===== config.mk =====
export PLATFORM = sky130hd
export DESIGN_NAME = lvt_timing_gen
export DESIGN_NICKNAME = d
export VERILOG_FILES = /design/src/rtl/lvt_pkg.sv /design/src/rtl/lvt_lfsr_ctr.sv /design/src/rtl/lvt_window.sv /design/src/rtl/lvt_timing_gen.sv
export SDC_FILE = /design/constraint.sdc
export NUM_CORES = 1
export LEC_CHECK = 0
export CELL_PAD_IN_SITES_DETAIL_PLACEMENT = 1
export CELL_PAD_IN_SITES_GLOBAL_PLACEMENT = 1
export CORE_MARGIN = 5
export CORE_UTILIZATION = 42
export CTS_CLUSTER_DIAMETER = 80
export DETAILED_ROUTE_END_ITERATION = 6
export DONT_BUFFER_PORTS = 1
export PLACE_DENSITY_LB_ADDON = 0.2
export SLEW_MARGIN = 20
export SYNTH_ARGS = -nofsm -noshare
export SYNTH_HDL_FRONTEND = slang
export SYNTH_SLANG_ARGS = --single-unit

===== constraint.sdc =====
create_clock -name clk -period 2.2 [get_ports clk]
set_clock_uncertainty 0.15 [all_clocks]
set_input_delay 0.22 -clock clk [delete_from_list [all_inputs] [get_ports clk]]
set_output_delay 0.22 -clock clk [all_outputs]
set_load 0.03 [all_outputs]

===== src/rtl/lvt_pkg.sv =====
package lvt_pkg;

    // Tap set is fixed for a 16-bit maximal-length sequence.
    localparam int          LFSR_W    = 16;
    localparam logic [15:0] LFSR_SEED = 16'hFFFF;

    localparam int         CTL_W     = 8;
    localparam logic [7:0] CTL_BLANK = 8'h01;
    localparam logic [7:0] CTL_OFF   = 8'h07;

    // One sequence step.
    function automatic logic [LFSR_W-1:0] lfsr_next(input logic [LFSR_W-1:0] s);
        return {s[LFSR_W-2:0], s[15] ^ s[4] ^ s[2] ^ s[1]};
    endfunction

    // Comparator value for a binary count: state after n steps from the seed.
    function automatic logic [LFSR_W-1:0] lfsr_encode(input logic [LFSR_W-1:0] n);
        logic [LFSR_W-1:0] s;
        s = LFSR_SEED;
        for (int i = 0; i < (1 << LFSR_W); i++) begin
            if (i < int'(n)) s = lfsr_next(s);
        end
        return s;
    endfunction

    typedef struct packed {
        logic hsync;
        logic vsync;
        logic de;
        logic line_start;
        logic frame_start;
    } lvt_out_t;

endpackage


===== src/rtl/lvt_lfsr_ctr.sv =====
module lvt_lfsr_ctr
    import lvt_pkg::*;
#(
    parameter int W = LFSR_W
) (
    input  logic         clk,
    input  logic         rst_n,
    input  logic         hold,
    input  logic         step,
    input  logic [W-1:0] end_val,
    output logic [W-1:0] state,
    output logic         at_end
);

    logic [W-1:0] st_d, st_q;

    always_comb begin
        at_end = (st_q == end_val);
        st_d   = st_q;
        if (hold)
            st_d = LFSR_SEED;
        else if (step)
            st_d = at_end ? LFSR_SEED : lfsr_next(st_q);
    end

    always_ff @(posedge clk or negedge rst_n) begin
        if (!rst_n) st_q <= LFSR_SEED;
        else        st_q <= st_d;
    end

    assign state = st_q;


    nonzero_state_chk: assert property (@(posedge clk) disable iff (!rst_n)
        st_q != '0);


    wrap_to_seed_chk: assert property (@(posedge clk) disable iff (!rst_n)
        (step && at_end) |=> (st_q == LFSR_SEED));


    hold_seed_chk: assert property (@(posedge clk) disable iff (!rst_n)
        hold |=> (st_q == LFSR_SEED));

endmodule


===== src/rtl/lvt_window.sv =====
module lvt_window
    import lvt_pkg::*;
#(
    parameter int W = LFSR_W
) (
    input  logic         clk,
    input  logic         rst_n,
    input  logic         clr,
    input  logic [W-1:0] cnt,
    input  logic [W-1:0] open_val,
    input  logic [W-1:0] close_val,
    output logic         active
);

    logic flag_d, flag_q;

    // Closing match wins over opening match; otherwise the flag holds.
    always_comb begin
        if (cnt == close_val)     active = 1'b0;
        else if (cnt == open_val) active = 1'b1;
        else                      active = flag_q;
        flag_d = clr ? 1'b0 : active;
    end

    always_ff @(posedge clk or negedge rst_n) begin
        if (!rst_n) flag_q <= 1'b0;
        else        flag_q <= flag_d;
    end


    close_wins_chk: assert property (@(posedge clk) disable iff (!rst_n)
        (cnt == close_val) |-> !active);


    flag_hold_chk: assert property (@(posedge clk) disable iff (!rst_n)
        (active && !clr) |=> ((cnt != close_val) && (cnt != open_val)) |-> active);

endmodule


===== src/rtl/lvt_timing_gen.sv =====
module lvt_timing_gen
    import lvt_pkg::*;
#(
    parameter int CNT_W = LFSR_W,
    parameter int CW    = CTL_W
) (
    input  logic             clk,
    input  logic             rst_n,
    input  logic [CW-1:0]    sync_ctl,
    input  logic [CNT_W-1:0] h_end,
    input  logic [CNT_W-1:0] hs_on,
    input  logic [CNT_W-1:0] hs_off,
    input  logic [CNT_W-1:0] hde_on,
    input  logic [CNT_W-1:0] hde_off,
    input  logic [CNT_W-1:0] v_end,
    input  logic [CNT_W-1:0] vs_on,
    input  logic [CNT_W-1:0] vs_off,
    input  logic [CNT_W-1:0] vde_on,
    input  logic [CNT_W-1:0] vde_off,
    output logic             hsync,
    output logic             vsync,
    output logic             de,
    output logic             line_start,
    output logic             frame_start
);

    logic             freeze, blank;
    logic [CNT_W-1:0] h_state, v_state;
    logic             h_at_end, v_at_end;
    logic             hs_act, vs_act, hde_act, vde_act;
    lvt_out_t         out_d, out_q;

    assign freeze = (sync_ctl == CW'(CTL_OFF));
    assign blank  = (sync_ctl == CW'(CTL_BLANK));

    lvt_lfsr_ctr #(.W(CNT_W)) u_hctr (
        .clk(clk), .rst_n(rst_n), .hold(freeze), .step(1'b1),
        .end_val(h_end), .state(h_state), .at_end(h_at_end)
    );

    lvt_lfsr_ctr #(.W(CNT_W)) u_vctr (
        .clk(clk), .rst_n(rst_n), .hold(freeze), .step(h_at_end),
        .end_val(v_end), .state(v_state), .at_end(v_at_end)
    );

    lvt_window #(.W(CNT_W)) u_hs (
        .clk(clk), .rst_n(rst_n), .clr(freeze), .cnt(h_state),
        .open_val(hs_on), .close_val(hs_off), .active(hs_act)
    );

    lvt_window #(.W(CNT_W)) u_vs (
        .clk(clk), .rst_n(rst_n), .clr(freeze), .cnt(v_state),
        .open_val(vs_on), .close_val(vs_off), .active(vs_act)
    );

    lvt_window #(.W(CNT_W)) u_hde (
        .clk(clk), .rst_n(rst_n), .clr(freeze), .cnt(h_state),
        .open_val(hde_on), .close_val(hde_off), .active(hde_act)
    );

    lvt_window #(.W(CNT_W)) u_vde (
        .clk(clk), .rst_n(rst_n), .clr(freeze), .cnt(v_state),
        .open_val(vde_on), .close_val(vde_off), .active(vde_act)
    );

    always_comb begin
        out_d             = '0;
        out_d.hsync       = !freeze && hs_act;
        out_d.vsync       = !freeze && vs_act;
        out_d.de          = !freeze && !blank && hde_act && vde_act;
        out_d.line_start  = !freeze && (h_state == LFSR_SEED);
        out_d.frame_start = !freeze && (h_state == LFSR_SEED) && (v_state == LFSR_SEED);
    end

    always_ff @(posedge clk or negedge rst_n) begin
        if (!rst_n) out_q <= '0;
        else        out_q <= out_d;
    end

    assign hsync       = out_q.hsync;
    assign vsync       = out_q.vsync;
    assign de          = out_q.de;
    assign line_start  = out_q.line_start;
    assign frame_start = out_q.frame_start;


    freeze_quiet_chk: assert property (@(posedge clk) disable iff (!rst_n)
        freeze |=> !(hsync || vsync || de || line_start || frame_start));


    blank_de_chk: assert property (@(posedge clk) disable iff (!rst_n)
        blank |=> !de);


    frame_in_line_chk: assert property (@(posedge clk) disable iff (!rst_n)
        frame_start |-> line_start);


    v_steady_chk: assert property (@(posedge clk) disable iff (!rst_n)
        (!freeze && !h_at_end) |=> (v_state == $past(v_state)));


    v_wrap_chk: assert property (@(posedge clk) disable iff (!rst_n)
        (h_at_end && v_at_end) |=> (v_state == LFSR_SEED));

endmodule


# Yosys cells after proc, flatten, opt, wreduce, memory -nomap -nowiden

Cells that the tools add are included.

Output and inout bits: 5
Logic and storage cells: 58
Register bits after elaboration: 41

Reduce and logical (&&, ||, !) cells: 10
Bitwise operators: 6
Equal/unequal tests: 14
Muxes and demuxes: 17

Operator list:

| cell                                           | number |
|---|---|
| == test 16 bit                                 | 10 |
| two-way mux 16 bit                             | 5 |
| == test 16 bit (second input constant)         | 2 |
| two-way mux 1 bit                              | 12 |
| == test 8 x 1 -> 1 bit (second input constant) | 1 |
| == test 8 x 3 -> 1 bit (second input constant) | 1 |
| logical AND 1 bit                              | 7 |
| bitwise XOR 1 bit                              | 6 |
| zero test 1 bit                                | 2 |
| nonzero test 2 bit                             | 1 |

# Logic depth before layout (Yosys ltp)

Gate-level depths: netlist of run 1.

Depth in word-level cells: 6
Depth in mapped cells: 8

# Hierarchy

A second synthesis of run 1 with hierarchy kept.

Cells, all modules: 398
Area total of the unflattened synthesis: 3880.0 µm²

Modules (own cells, without submodules):

| module         | cells each | sequential area each (µm²) | times used | area each (µm²) |
|---|---|---|---|---|
| lvt_lfsr_ctr   | 96         | 420.4                      | 2          | 985.9 |
| lvt_window     | 45         | 25.0                       | 4          | 409.1 |
| lvt_timing_gen | 26         | 125.1                      | 1          | 271.5 |

# Least setup slack after synthesis of run 1

Ideal clock, no wire load.

Path kind: flip-flop to flip-flop
From: reg u_hctr.st_q[10] (netlist: u_hctr.state[10])
To: reg u_vctr.st_q[10] (netlist: u_vctr.state[10])
Setup slack: 0.085 ns
Library setup time: 0.080 ns
Path buffers: 2
Data required time: 1.970 ns
Clock period less this slack: 2.115 ns
Arrival: 1.885 ns
Cell stages (with the launch flop): 8
Cell sequence: dfstp_2 -> buf_2 -> xnor2_2 -> nand4_1 -> nor4_4 -> nand3_2 -> buf_6 -> o22a_1

Cells in the longest elaborated chain, start to end: 2

Ends and longest elaborated chain:

| item                         | line               | source |
|---|---|---|
| start: declaration           | lvt_lfsr_ctr.sv:15 | `logic [W-1:0] st_d, st_q;` |
| start signal: assignment     | lvt_lfsr_ctr.sv:28 | `else st_q <= st_d;` |
| == test 16 bit               | lvt_lfsr_ctr.sv:18 | `at_end = (st_q == end_val);` |
| nonzero test 2 bit (no line) | -                  |  |
| end signal: assignment       | lvt_lfsr_ctr.sv:28 |  |
| end: declaration             | lvt_lfsr_ctr.sv:15 |  |

No other way between the ends.
A chain may end at the register's enable or synchronous reset.

# Final worst setup path of run 1

From: reg u_vctr.st_q[7] (netlist: u_vctr.state[7])
To: reg u_vctr.st_q[5] (netlist: u_vctr.state[5])

Cells in the longest elaborated chain, start to end: 4

Ends and longest elaborated chain:

| item               | line               | source |
|---|---|---|
| == test 16 bit     | lvt_lfsr_ctr.sv:18 |  |
| two-way mux 16 bit | lvt_lfsr_ctr.sv:23 | `st_d = at_end ? LFSR_SEED : lfsr_next(st_q);` |
| two-way mux 16 bit | lvt_lfsr_ctr.sv:22 | `else if (step)` |
| two-way mux 16 bit | lvt_lfsr_ctr.sv:20 | `if (hold)` |

No other way between the ends. The select of a mux whose other input is x is not followed.

==> impl_results.md, run 1 <==
- Outcome: completed
- Gpl congestion: 0.817
- CTS tree: yes
- Clock Latency Late Sink: 0.30 ns
- Die Area: 10200 sq um
- Share of layout cells above drive strength 1: 23.0%
- Hold WC Path Type: primary input to flop
- Final ANT Viol Nets: 0
- CP required: 2.30 ns
- Min cycle time layout: 2.05 ns
- Clock-pin slew on the worst setup and hold paths: 0.09 ns
- Final WS setup: 0.146 ns
- P_int: 2.53 mW
- Sw Pwr: 1.57 mW
- Syn. warnings: 0
- Proportion of synthesized area in mux cells: 0%
- Max Cap Viol: 0
- Synth Area in XOR/XNOR: 42.7%
- Least-Margin Pin Slew: 0.398 ns
- Synth Area in Compound Gates: 4.56%
- Worst Hold Launch: sync_ctl[2]
- Worst VDD drop: 0.000612 V
- Routed wire length: 11500 microns
- Max Clk Rate: 0.487 GHz
- Pwr per Cell Area: 1080 nW/um^2
- #FFs+latches synth: 39
- Initial antenna violation count: 0
- Critical path launch point type: flop
- Num ports: 175
- DR vias/cell: 5.79
- Final setup viols: 0
- Worst EP arrival: 2.15 ns
- Vias in the first global route: 3031
- Cell count after synthesis: 353
- Hold depth: 2
- Met2 WL post-DR: 6230 microns
- Unique masters post-synth: 27
- Adder-cell share of the synthesized area: 0%
- Setup WS pre-CTS: 0.0129 ns
- Final period util: 93.4%
- DR top layer: met4
- DRT met1 WL: 4890 microns
- RSZ-0062 raised after global routing: false
- Final core utilization: 46.7%
- CP Max Fanout: 15
- Total global routing overflow: 0
- Core Area: 8130 sq um
- Finished Layout Cells: 461
- Number of iterations in the first detailed-routing pass: 4
- H-Tree Depth: 2
- Fin. max-slew vios: 0
- Number of port buffers: 0
- TNS Setup: 0 ns
- Placed cells: 443
- Syn Area/Cell: 9.80 sq um
- RR Startpoint: u_vctr.state[7]$_DFFE_PN1P_
- Max-slew headroom: 73.2%
- Post-Syn Area: 3460 sq um
- Combinational share of power: 49.6%
- Total CTS buffers: 5
- Die width: 101 microns
- CTS sink count: 39
- Chip Height: 101 microns
- N_diodes: 0
- Initial DRC Count: 93
- Seq/Total Area, Yosys: 29.4%
- Vias: 2671
- Largest net degree at the start of global routing: 40
- Largest family of logic cells by synthesized area: XOR/XNOR gates
- Simple-gate area share of the yosys netlist: 16.9%
- Remaining DRCs: 0
- CP Launch Point: u_vctr.state[7]$_DFFE_PN1P_
- GR Util All Layers: 22.6%
- Row count: 33
- Metal3 WL: 348 microns
- Area growth syn-to-layout: 9.84%
- Final hold vios: 0
- First-pass GRT wire length: 17300 microns
- Routed len/inst: 25.0 microns
- Clk pwr share: 16.1%
- FF-to-FF path depth: 5
- Flop pwr share: 34.3%
- Clock root cell: clkbuf_8
- Leakage: 1.33 nW
- Post-Syn Nets: 523
- Hpwl dp: 9300 microns
- Critical path class: flop to flop
- Maximum clock insertion buffer count: 2
- Crit path capture type: flop
- Switch share: 38.4%
- Initial core utilization: 42.5%
- Final nets: 525
==> worst max-delay path, cell delays in order, from the launching register on <==
cell and delay (ns):
dfstp_4 0.71, xor2_1 0.09, nor4_1 0.35, nand4_1 0.26, nand3_4 0.26, o22a_1 0.18
==> per-stage QoR <==
stage / total power [mW] / area, sq um / hold WS (ns)
2_1_floorplan: 2.84 / 3460 / -0.226
3_3_place_gp: 3.33 / 3560 / -0.224
3_5_place_dp: 3.39 / 3560 / -0.224
4_1_cts: 4.09 / 3720 / 0.0817
5_1_grt: 4.33 / 3800 / 0.0718
6_report: 4.10 / 3800 / 0.0698
==> timing repair <==
item                                    in CTS  in global routing
gates resized for setup                      1                  4
setup buffers                                0                  8
endpoints found under the setup margin       1                 17
hold endpoints to repair                    39                  0
pin swaps                                    0                  1
hold buffers                                 2                  0
==> registers in the layout (all words and copies together), names as in the netlist <==
name,flops
de,1
hsync,1
u_vde.flag_q,1
vsync,1
u_hctr.state,16
frame_start,1
u_vctr.state,16
line_start,1
u_hde.flag_q,1
==> power by group through the flow <==
stage	logic (mW)	clock network, mW	registers, mW
floorplan	1.77	0	1.08
global placement	1.91	0	1.42
detailed placement	1.96	0	1.43
CTS	1.99	0.679	1.42
global route	2.18	0.698	1.45
finish	2.03	0.661	1.41
==> final timing paths <==
check / endpoint / slack, ns
min reg2reg: u_vctr.state[13]$_DFFE_PN1P_ / 0.45
max reg2reg: u_vctr.state[5]$_DFFE_PN1P_ / 0.15
max: u_vctr.state[5]$_DFFE_PN1P_ / 0.15
min in group asynchronous: vsync$_DFF_PN0_ / 0.26
max in group asynchronous: u_hctr.state[10]$_DFF_PN1_ / 1.37
min: de$_DFF_PN0_ / 0.07
==> cells in the final DEF (no fill, tap or decap), drive strengths merged <==
cell type,instances
dlygate4sd3,1
nor4,19
inv,1
nor3b,1
dfstp,32
nor3,7
buf,33
nor2,3
o22a,15
or3,16
nand3,2
and3,1
clkbuf,6
bufinv,1
nand4,37
xnor2,117
or4,2
a41oi,3
dfrtp,7
xor2,49
or2,1
nor4b,1
or4b,1
==> layout make-up <==
cell class | instances | area [sq um]
Fill cell | 918 | 4330
Multi-Input combinational cell | 275 | 2240
Sequential cell | 39 | 1020
Timing Repair Buffer | 34 | 283
Tap cell | 105 | 131
Clock buffer | 6 | 82.6
Clock inverter | 2 | 38.8
==> synth_stat cells (all sizes together) <==
| cell type | n | area share [%] |
|---|---|---|
| or4 | 2 | 0.43 |
| xnor2 | 117 | 30 |
| o22a | 15 | 3.8 |
| or4b | 1 | 0.29 |
| buf | 34 | 5.9 |
| nor4b | 1 | 0.25 |
| or3 | 16 | 2.9 |
| dfstp | 32 | 24 |
| clkbuf | 5 | 0.54 |
| dfrtp | 7 | 5.1 |
| nand4 | 37 | 6.7 |
| nor4 | 19 | 3.9 |
| nor2 | 3 | 0.33 |
| nor3b | 1 | 0.22 |
| or2 | 1 | 0.18 |
| xor2 | 49 | 12 |
| a41oi | 3 | 0.76 |
| nor3 | 7 | 1.2 |
| and3 | 1 | 0.18 |
| nand3 | 2 | 0.43 |
==> kinds of logic after synthesis <==
| family | Yosys count |
|---|---|
| buffers and inverters | 39 |
| flip-flops | 39 |
| XOR/XNOR | 166 |
| AND/OR/NAND/NOR | 91 |
| AO/OA/AOI/OAI | 18 |
==> routing by layer <==
metal,GRT usage [%],vias to the layer above
li1,-,1215
met2,40.1,64
met1,28.3,1385
met5,0,-
met4,4.66,0
met3,4.29,7
No activity file was read; power rests on OpenSTA's default activity.
==> run 2, diff against run 1 <==
==> constraint.sdc (replaced) <==
create_clock -name clk -period 2.2 [get_ports clk]
set_clock_uncertainty 0.15 [all_clocks]
set_input_delay 0.33 -clock clk [delete_from_list [all_inputs] [get_ports clk]]
set_output_delay 0.33 -clock clk [all_outputs]
set_load 0.03 [all_outputs]
==> run 2 against run 1 <==
Against the previous run: sequential share of layout area fell by 0.097 points; count of clock-buffer cells in the layout did not move; wire length barely moved; maximum frequency fell by 2.6%; worst hold slack improved by 0.12 ns; sequential power barely moved; clock power fell by 20%; largest cell class unchanged; cell area rose by 0.36%.
==> impl_results.md, run 2 (synthesized netlist as in run 1, its figures left out) <==
- RR Startpoint: u_hctr.state[9]$_DFF_PN1_
- Final period util: 95.9%
- Worst EP arrival: 2.19 ns
- Hold Crit Endpoint: u_vctr.state[0]$_DFFE_PN1P_
- Remaining DRCs: 0
- Reg2Reg Capture Point: u_vctr.state[14]$_DFFE_PN1P_
- Setup slack, reg-to-reg: 0.09 ns
- Clock Latency Late Sink: 0.29 ns
- Final instance area: 3810 sq um
- Max Clk Rate: 0.474 GHz
- Fin. max-slew vios: 0
- Crit path capture type: flop
- Initial antenna violation count: 0
- Final nets: 529
- Min cycle time layout: 2.11 ns
- Area growth syn-to-layout: 10.2%
- Initial core utilization: 42.5%
- Largest net degree at the start of global routing: 40
- H-Tree Depth: 2
- Outcome: completed
- Die width: 101 microns
- Most frequent cells in the layout: xnor2_1 (114), xor2_1 (49), nand4_1 (37), buf_4 (35), dfstp_2 (31)
- Finished Layout Cells: 465
- Hold depth: 2
- Chip Height: 101 microns
- Clock root cell: clkbuf_8
- Critical path launch point type: flop
- CTS sink count: 39
- Leakage: 1.33 nW
- RSZ-0062 raised after global routing: false
- TNS Setup: 0 ns
- Core Area: 8130 sq um
- Fillers: 931
- Hold WC Path Type: primary input to flop
- Hpwl dp: 9240 microns
- CP required: 2.28 ns
- FF-to-FF path depth: 7
- Vias: 2675
- First-pass GRT wire length: 16900 microns
- Final WS setup: 0.0900 ns
- Row count: 33
- Maximum clock insertion buffer count: 2
- Initial DRC Count: 100
- Routed wire length: 11500 microns
- Clock-pin slew on the worst setup and hold paths: 0.09 ns
- Die Area: 10200 sq um
- CTS tree: yes
- Worst VDD drop: 0.000714 V
- Gpl congestion: 0.860
- Pwr per Cell Area: 1040 nW/um^2
- Total CTS buffers: 5
- Commonest non-fill, non-tap cell in the layout: xnor2_1
- Share of layout cells above drive strength 1: 24.2%
- Least-Margin Pin Slew: 0.504 ns
- Placed cells: 442
- Worst Hold Launch: sync_ctl[1]
- Number of iterations in the first detailed-routing pass: 4
- Max Cap Viol: 0
- Max-slew headroom: 66.1%
- Setup WS pre-CTS: -0.107 ns
- N_diodes: 0
- Final ANT Viol Nets: 0
- Critical path class: flop to flop
- Num ports: 175
- CP Max Fanout: 15
- Number of port buffers: 0
- Total global routing overflow: 0
- Final hold vios: 0
- DR vias/cell: 5.75
- DP Area: 3550 sq um
- GR Util All Layers: 22.0%
- Final setup viols: 0
- Routed len/inst: 24.8 microns
- Vias in the first global route: 2973
-- run 2: how the worst max path moves through the flow --
stage	from	to	slack, ns
floorplan	u_hctr.state[10]$_DFF_PN1_	u_vctr.state[10]$_DFFE_PN1P_	0.09
global placement	u_vctr.state[15]$_DFFE_PN1P_	u_vctr.state[9]$_DFFE_PN1P_	0.02
global route	u_hctr.state[9]$_DFF_PN1_	u_vctr.state[14]$_DFFE_PN1P_	0.007
CTS	u_vctr.state[15]$_DFFE_PN1P_	u_vctr.state[14]$_DFFE_PN1P_	0.01
finish	u_hctr.state[9]$_DFF_PN1_	u_vctr.state[14]$_DFFE_PN1P_	0.09
detailed placement	u_vctr.state[15]$_DFFE_PN1P_	u_vctr.state[14]$_DFFE_PN1P_	-0.11
-- run 2: final cells by class --
cell class | count | area (sq um) | share of cell area (%)
clock buffer | 6 | 82.6 | 2.17
clock inverter | 2 | 16.3 | 0.427
multi-input combinational | 275 | 2250 | 59.0
sequential | 39 | 1020 | 26.7
tap | 105 | 131 | 3.44
timing repair buffer | 38 | 313 | 8.20
-- run 2: metal layers --
metal | global-route usage, % | wire length (microns) | vias to the layer above
li1 | - | - | 1226
met1 | 27.7 | 4810 | 1346
met2 | 38.0 | 6010 | 86
met3 | 5.12 | 512 | 17
met4 | 5.39 | 209 | 0
met5 | 0 | 0 | -
-- run 2: what timing repair did --
action                                  in CTS  in global routing
endpoints found under the hold margin       39                  0
resized for setup                            2                  4
buffers inserted                             0                 13
endpoints found under the setup margin      15                 16
gates cloned                                 0                  0
pin swaps                                    0                  2
hold buffers                                 2                  0
-- run 2: critical path: stages (launching register included) --
cell	delay, ns
dfstp_2	0.65
xnor2_1	0.14
nand4_1	0.16
nor4_4	0.27
buf_4	0.18
or2_1	0.19
buf_12	0.16
o22a_1	0.15
-- run 2: metrics by stage --
step	power (mW)	hold WS, ns	utilization, %
2_1_floorplan	2.84	-0.116	-
3_3_place_gp	3.31	-0.114	43.7
3_5_place_dp	3.38	-0.114	43.7
4_1_cts	3.95	0.154	45.4
5_1_grt	4.21	0.191	46.9
6_report	3.98	0.187	46.9
-- run 2: power by group --
part	internal [mW]	leakage, nW	total, mW	switching (mW)
Sequential	1.06	0.433	1.41	0.348
Combinational	1.10	0.853	2.04	0.940
Clock	0.256	0.0474	0.530	0.274
